[config.mk]
export PLATFORM = sky130hd
export DESIGN_NAME = llsc_monitor
export DESIGN_NICKNAME = d
export VERILOG_FILES = /design/src/rtl/llsc_pkg.sv /design/src/rtl/llsc_datapath.sv /design/src/rtl/llsc_control.sv /design/src/rtl/llsc_monitor.sv
export SDC_FILE = /design/constraint.sdc
export NUM_CORES = 1
export LEC_CHECK = 0
export BUFFER_PORTS_ARGS = -buffer_cell sky130_fd_sc_hd__buf_2
export CAP_MARGIN = 0
export CORE_AREA = 2 2 186 188
export DETAILED_ROUTE_END_ITERATION = 8
export DIE_AREA = 0 0 188 190
export SLEW_MARGIN = 40
export SYNTH_ARGS = -nofsm -noshare
export SYNTH_HDL_FRONTEND = slang
export SYNTH_SLANG_ARGS = --single-unit
[constraint.sdc]
create_clock -name clk -period 9.02 [get_ports clk]
set_input_delay 1.804 -clock clk [delete_from_list [all_inputs] [get_ports clk]]
set_output_delay 1.804 -clock clk [all_outputs]
set_load 0.02 [all_outputs]
[src/rtl/llsc_pkg.sv]
package llsc_pkg;
  typedef enum logic [0:0] {
    OP_LOAD_LOCKED = 1'b0,
    OP_STORE_COND  = 1'b1
  } opKind_t;

  typedef struct packed {
    logic respond;
    logic isStore;
    logic fault;
    logic doRead;
    logic doWrite;
    logic takeLock;
    logic dropLock;
  } ctrlStrobe_t;
endpackage

[src/rtl/llsc_datapath.sv]
module llsc_datapath
  import llsc_pkg::*;
#(
  parameter int ADDR_W    = 64,
  parameter int DATA_W    = 64,
  parameter int DISP_W    = 16,
  parameter int BLK_BYTES = 16
) (
  input  logic              clk,
  input  logic              rstN,
  input  logic [ADDR_W-1:0] baseAddr,
  input  logic [DISP_W-1:0] disp,
  input  logic              quad,
  input  logic [DATA_W-1:0] storeData,
  input  logic [ADDR_W-1:0] invAddr,
  input  logic [DATA_W-1:0] rdData,
  input  ctrlStrobe_t       strobe,
  output logic [ADDR_W-1:0] effAddr,
  output logic [DATA_W-1:0] wrData,
  output logic              misaligned,
  output logic              sameBlock,
  output logic              invHit,
  output logic              rspValid,
  output logic              rspFault,
  output logic [DATA_W-1:0] rspData
);
  localparam int BLK_LSB  = $clog2(BLK_BYTES);
  localparam int TAG_W    = ADDR_W - BLK_LSB;
  localparam int HALF_W   = DATA_W / 2;
  localparam int QUAD_LSB = $clog2(DATA_W / 8);
  localparam int LONG_LSB = QUAD_LSB - 1;

  logic [TAG_W-1:0]  lockTag;
  logic [DATA_W-1:0] loadValue;
  logic [DATA_W-1:0] rspNext;

  assign effAddr = baseAddr + {{(ADDR_W-DISP_W){disp[DISP_W-1]}}, disp};
  assign wrData  = storeData;

  assign misaligned = quad ? (|effAddr[QUAD_LSB-1:0]) : (|effAddr[LONG_LSB-1:0]);
  assign sameBlock  = (effAddr[ADDR_W-1:BLK_LSB] == lockTag);
  assign invHit     = (invAddr[ADDR_W-1:BLK_LSB] == lockTag);

  assign loadValue = quad ? rdData : {{HALF_W{rdData[HALF_W-1]}}, rdData[HALF_W-1:0]};

  always_comb begin
    if (strobe.fault)        rspNext = '0;
    else if (strobe.isStore) rspNext = {{(DATA_W-1){1'b0}}, strobe.doWrite};
    else                     rspNext = loadValue;
  end

  always_ff @(posedge clk) begin
    if (!rstN) begin
      lockTag  <= '0;
      rspValid <= 1'b0;
      rspFault <= 1'b0;
      rspData  <= '0;
    end else begin
      if (strobe.takeLock) lockTag <= effAddr[ADDR_W-1:BLK_LSB];
      rspValid <= strobe.respond;
      if (strobe.respond) begin
        rspFault <= strobe.fault;
        rspData  <= rspNext;
      end
    end
  end
endmodule

[src/rtl/llsc_control.sv]
module llsc_control
  import llsc_pkg::*;
(
  input  logic        clk,
  input  logic        rstN,
  input  logic        reqValid,
  input  opKind_t     reqKind,
  input  logic        misaligned,
  input  logic        sameBlock,
  input  logic        invValid,
  input  logic        invHit,
  output ctrlStrobe_t strobe,
  output logic        lockFlag
);
  logic isLoad, isStore, invKill;

  assign isLoad  = reqValid && (reqKind == OP_LOAD_LOCKED);
  assign isStore = reqValid && (reqKind == OP_STORE_COND);
  assign invKill = invValid && invHit && lockFlag;

  always_comb begin
    strobe          = '0;
    strobe.respond  = reqValid;
    strobe.isStore  = isStore;
    strobe.fault    = reqValid && misaligned;
    strobe.doRead   = isLoad && !misaligned;
    strobe.takeLock = isLoad && !misaligned;
    strobe.doWrite  = isStore && !misaligned && lockFlag && sameBlock && !invKill;
    strobe.dropLock = (isStore && !misaligned) || invKill;
  end

  always_ff @(posedge clk) begin
    if (!rstN)                lockFlag <= 1'b0;
    else if (strobe.takeLock) lockFlag <= 1'b1;
    else if (strobe.dropLock) lockFlag <= 1'b0;
  end
endmodule

[src/rtl/llsc_monitor.sv]
module llsc_monitor
  import llsc_pkg::*;
#(
  parameter int ADDR_W    = 64,
  parameter int DATA_W    = 64,
  parameter int DISP_W    = 16,
  parameter int BLK_BYTES = 16
) (
  input  logic              clk,
  input  logic              rstN,
  input  logic              reqValid,
  input  logic              reqStoreCond,
  input  logic              reqQuad,
  input  logic [ADDR_W-1:0] reqBase,
  input  logic [DISP_W-1:0] reqDisp,
  input  logic [DATA_W-1:0] reqStoreData,
  input  logic              invValid,
  input  logic [ADDR_W-1:0] invAddr,
  output logic              memRdEn,
  output logic              memWrEn,
  output logic              memWrQuad,
  output logic [ADDR_W-1:0] memAddr,
  output logic [DATA_W-1:0] memWrData,
  input  logic [DATA_W-1:0] memRdData,
  output logic              rspValid,
  output logic              rspFault,
  output logic [DATA_W-1:0] rspData
);
  ctrlStrobe_t strobe;
  logic misaligned, sameBlock, invHit, lockFlag;

  llsc_control u_ctrl (
    .clk(clk), .rstN(rstN), .reqValid(reqValid),
    .reqKind(opKind_t'(reqStoreCond)), .misaligned(misaligned),
    .sameBlock(sameBlock), .invValid(invValid), .invHit(invHit),
    .strobe(strobe), .lockFlag(lockFlag)
  );

  llsc_datapath #(
    .ADDR_W(ADDR_W), .DATA_W(DATA_W), .DISP_W(DISP_W), .BLK_BYTES(BLK_BYTES)
  ) u_dp (
    .clk(clk), .rstN(rstN), .baseAddr(reqBase), .disp(reqDisp),
    .quad(reqQuad), .storeData(reqStoreData), .invAddr(invAddr),
    .rdData(memRdData), .strobe(strobe), .effAddr(memAddr),
    .wrData(memWrData), .misaligned(misaligned), .sameBlock(sameBlock),
    .invHit(invHit), .rspValid(rspValid), .rspFault(rspFault),
    .rspData(rspData)
  );

  assign memRdEn   = strobe.doRead;
  assign memWrEn   = strobe.doWrite;
  assign memWrQuad = reqQuad;
endmodule

# Yosys cells after proc, flatten, opt, wreduce, memory -nomap -nowiden
# Cells that the tools add are included.
op_classes:
  bitwise: 1
  n_eq_ne: 2
  reduce_logical: 16
  n_addsub: 1
  muxes: 6
ops:
  columns: ["operator", "n"]
  rows:
  - ["$mux 64", 3]
  - ["$eq 60x60->1", 2]
  - ["$add 64x64->64", 1]
  - ["$logic_and 1x1->1", 10]
  - ["$mux 1", 3]
  - ["$reduce_or 3->1", 1]
  - ["$logic_not 1->1", 2]
  - ["$reduce_bool 2->1", 1]
  - ["$reduce_or 2->1", 1]
  - ["$logic_or 1x1->1", 1]
  - ["$not 1->1", 1]
word_totals:
  word_cells: 31
  ff_bits: 127
  out_inout_bits: 197
  inputBits: 278

# Logic depth before layout (Yosys ltp)
logic_depth:
  ltp_word: 10
  ltp_mapped: 15
  depth_no_buf: 13

# Modules after synthesis
# From an unflattened synthesis, not the netlist that was laid out.
unflattened:
  hier_cells: 1618
  hier_area_um2: 12314.3
modules_own_cells:
  columns: ["mod", "n_inst", "cells_each", "seq_area_each_um2", "area_per_inst_um2"]
  rows:
  - ["llsc_datapath", 1, 1603, 2522.4, 12187.9]
  - ["llsc_control", 1, 14, 20.0, 118.9]
  - ["llsc_monitor", 1, 1, 0.0, 7.5]

# Least setup slack after synthesis
# OpenSTA, ideal clock, no wires.
synth_timing:
  path_kind: "input to output"
  start: "input port reqBase[12]"
  end: "output port memWrEn"
  arrival_time_ns: 5.910
  required_ns: 7.216
  slack_ns: 1.306
  n_path_buf: 1
  cell_stages: 12
  cell_sequence: "ha_1 > clkbuf_1 > nand2_1 > o21ai_1 > mux2_2 > a311oi_1 > xnor2_1 > o211ai_1 > or4b_2 > nor4_1 > nand4_1 > nor4_1"
synth_via:
  elab_chain_len: 4
synth_rtl:
  columns: ["element", "line", "source"]
  rows:
  - ["start, declared", "llsc_monitor.sv:14", "input logic [ADDR_W-1:0] reqBase,"]
  - ["$add 64x64->64", "llsc_datapath.sv:37", "assign effAddr = baseAddr + {{(ADDR_W-DISP_W){disp[DISP_W-1]}}, disp};"]
  - ["via memAddr[13]", "llsc_monitor.sv:22", "output logic [ADDR_W-1:0] memAddr,"]
  - ["$eq 60x60->1", "llsc_datapath.sv:41", "assign sameBlock = (effAddr[ADDR_W-1:BLK_LSB] == lockTag);"]
  - ["$logic_and 1x1->1 (2 in series)", "llsc_control.sv:28", "strobe.doWrite = isStore && !misaligned && lockFlag && sameBlock && !invKill;"]
  - ["end, declared", "llsc_monitor.sv:20", "output logic memWrEn,"]
# The timed path passes the listed nets, and every way through them passes these cells.

# Final worst setup path
layout_timing:
  start: "input port reqDisp[15]"
  end: "output port memWrEn"
layout_via:
  elab_chain_len: 4
layout_rtl:
  columns: ["element", "line", "source"]
  rows:
  - ["start, declared", "llsc_monitor.sv:15", "input logic [DISP_W-1:0] reqDisp,"]
  - ["$add 64x64->64", "llsc_datapath.sv:37", null]
  - ["$eq 60x60->1", "llsc_datapath.sv:41", null]
  - ["$logic_and 1x1->1 (2 in series)", "llsc_control.sv:28", null]
# Every way passes these cells.

==> out/qor.txt <==
Outcome: completed
Post-synth top cells: 216 x nand2_1, 165 x a21oi_1, 127 x dfxtp_1
Unrepaired setup endpoints after global routing: false
CTS Hold Bufs: 0
Aggregate global-route resource usage: 0.288
Slew headroom: 0.426
Synth cell types: 93
Synthesized area: 12600 sq um
# IOs: 475
Clock-pin slew of the registers on the worst-case setup and hold paths: 0.06 ns
CORE AREA: 33900 sq um
DRT antenna net count: 0
Placed Cells: 2352
Largest area contributor in the netlist: dfxtp_1
Multi-input combinational cell area: 9030 sq um
IO buf count: 342
CP endpoint kind: output port
Max FO, Critical Path: 30
PD cells: 159 nW/um^2
WL/cell: 22.4 um
Routed WL: 53600 um
Measured slew at the worst slew-check pin: 0.854 ns
Ys Warns: 0
Fill count: 3562
Drt drc: 0
Slew Limit Fails: 0
Count leader, synth: nand2_1
# clock sinks: 127
Ys flop type: dfxtp_1
Setup TNS: 0 ns
Fmax: 0.119 GHz
Post-Syn Area per Cell: 7.44 sq um
WP buf/inv: 3
Max-cap viol count: 0
Asr flop ratio synth: 0
Final setup fails: 0
Worst path slowest cell: or4_1
Area grow syn2layout: 17.8%
Clock buffer depth: 2
DR iter-0 viols: 1169
Initial Util: 0.371
FP Rows: 68
Worst EP arrival: 6.62 ns
Hpwl dp: 43100 um
CTS resizes: 0
Worst Skew: 0.0204 ns
Gate Count Post-Synth: 1692
Chip Width: 188 um
Crit Path Class: in2out
Final Power: 2.36 mW
Routed vias: 13939
Vias in the first global route: 12779
Setup bufs post-CTS: 0
Number of synthesized flops with an enable pin: 0
Place WS: 0.663 ns
CTS tree: yes
Initial antenna violation count: 3
Post-synth top area share: 0.202
Htree depth: 4
Share of cells above drive strength 1: 0.228
Final Wtd Congestion: 0.962
Seq. cell area: 2540 sq um
Drt pass-1 iters: 7
Final period utilization: 0.933
Static leakage: 6.07 nW
Minimum clock period: 8.42 ns
GRT overflow: 0
Die height: 190 um
Max VDD drop: 125 uV
Hold Violations, Final: 0
Clock Latency Late Sink: 0.44 ns
Crit-path max cell delay: 0.59 ns
Pin count of the biggest net entering global routing: 108
First-pass GRT wire length: 78500 um
Fin util: 0.437
Final WS setup: 0.600 ns
Net count of the mapped netlist: 2034
Critical path, cell by cell: buf_2 > buf_4 > ha_1 > a21oi_1 > o21ai_0 > a221oi_1 > nand3_1 > a21oi_1 > xnor2_1 > nand4_1 > or4_1 > nor4_1 > buf_2
Cts bufs inserted: 17
Required time of the worst setup path: 7.22 ns
Final non-filler cell total: 2386
Flops & latches, synth: 127
CP delay by family, top: simple AND/OR/NAND/NOR gates
Largest cells by area after synthesis: dfxtp_1 20%, a21oi_1 6.6%, xnor2_1 6.5%, nand2_1 6.4%, ha_1 6.3%
Worst hold path type: reg2reg
Via density: 5.84
Nets: 2258
Die footprint: 35700 sq um
Seq/Total Area, Yosys: 0.202
Crit path launch type: input pin
Clk root buf: clkbuf_16
[metrics by stage]
step           instance area [sq um]  hold WS (ns)
3_5_place_dp                   14200         0.458
5_1_grt                        14800         0.492
3_3_place_gp                   14200         0.453
4_1_cts                        14800         0.467
6_report                       14800         0.466
2_1_floorplan                  12600         0.443
[power breakdown]
group	leakage, nW	switching, mW	total [mW]	internal, mW
Combinational	4.74	0.660	1.02	0.357
Sequential	1.03	0.0175	0.594	0.576
Clock	0.304	0.288	0.753	0.465
[metal layers]
layer / global-route usage / part of all wire / wire, um / vias to the layer above
met2: 0.460 / 0.45 / 24300 / 691
li1: - / - / - / 6521
met4: 0.0990 / 0.030 / 1590 / 0
met1: 0.388 / 0.44 / 23500 / 6615
met5: 0 / 0 / 0 / -
met3: 0.0535 / 0.079 / 4240 / 112
[area by class of cell]
class | instances | area share
Multi-Input combinational cell | 1361 | 0.609
Sequential cell | 127 | 0.171
Timing Repair Buffer | 369 | 0.130
Tap cell | 455 | 0.0384
Clock buffer | 23 | 0.0329
Inverter | 40 | 0.0102
Clock inverter | 9 | 0.00877
Antenna cell | 2 | 0.000337
[registers in the layout, summed over array words and instances (netlist names)]
| signal | cells |
|---|---|
| u_dp.rspFault | 1 |
| u_dp.rspValid | 1 |
| u_dp.rspData | 64 |
| u_ctrl.lockFlag | 1 |
| u_dp.lockTag | 60 |
[worst min-delay path, stage by stage (launching register included)]
cell and delay [ns]:
dfxtp_1 0.31, nand2_1 0.05, a21boi_0 0.06
[placed cells by master (no fill, tap or decap), types with 8 or more instances in the layout]
master / synthesis / final
nand2_1: 216 / 216
nand2b_1: 25 / 24
ha_1: 63 / 63
buf_2: 11 / 342
a2111oi_0: 8 / 8
o21ai_0: 68 / 67
nand3_1: 24 / 24
a21o_1: 19 / 19
and3_1: 12 / 12
and2_1: 17 / 17
xor2_1: 50 / 50
a211oi_1: 9 / 9
a221oi_1: 8 / 8
dfxtp_1: 127 / 127
a22oi_1: 33 / 33
and4_1: 10 / 10
xnor2_1: 94 / 94
clkbuf_16: 0 / 17
inv_1: 39 / 38
nor2_1: 107 / 107
o2111ai_1: 15 / 15
a21oi_1: 165 / 165
nor3_1: 23 / 22
or2_2: 8 / 8
o211ai_1: 13 / 13
nand4_1: 46 / 46
nor2b_1: 77 / 76
a21boi_0: 56 / 56
buf_4: 66 / 25
o21a_1: 13 / 13
nor4_1: 14 / 14
[logic make-up after synthesis]
kind of cell | share of synthesized area
compound gates | 0.277
xor+xnor | 0.116
fa+ha+maj | 0.0642
buf+inv | 0.0827
flops | 0.202
mux | 0.00507
simple gates | 0.253
[final timing paths]
kind | start | endpoint | slack, ns | depth (start not counted)
setup reg to reg | u_dp.lockTag[16] | u_dp.rspData[0] | 5.35 | 10
setup / recovery | reqDisp[15] | memWrEn | 0.60 | 13
hold / removal | u_dp.lockTag[5] | u_dp.lockTag[5] | 0.47 | 2
hold reg to reg | u_dp.lockTag[5] | u_dp.lockTag[5] | 0.47 | 2
No activity file was read; power rests on OpenSTA's default activity.
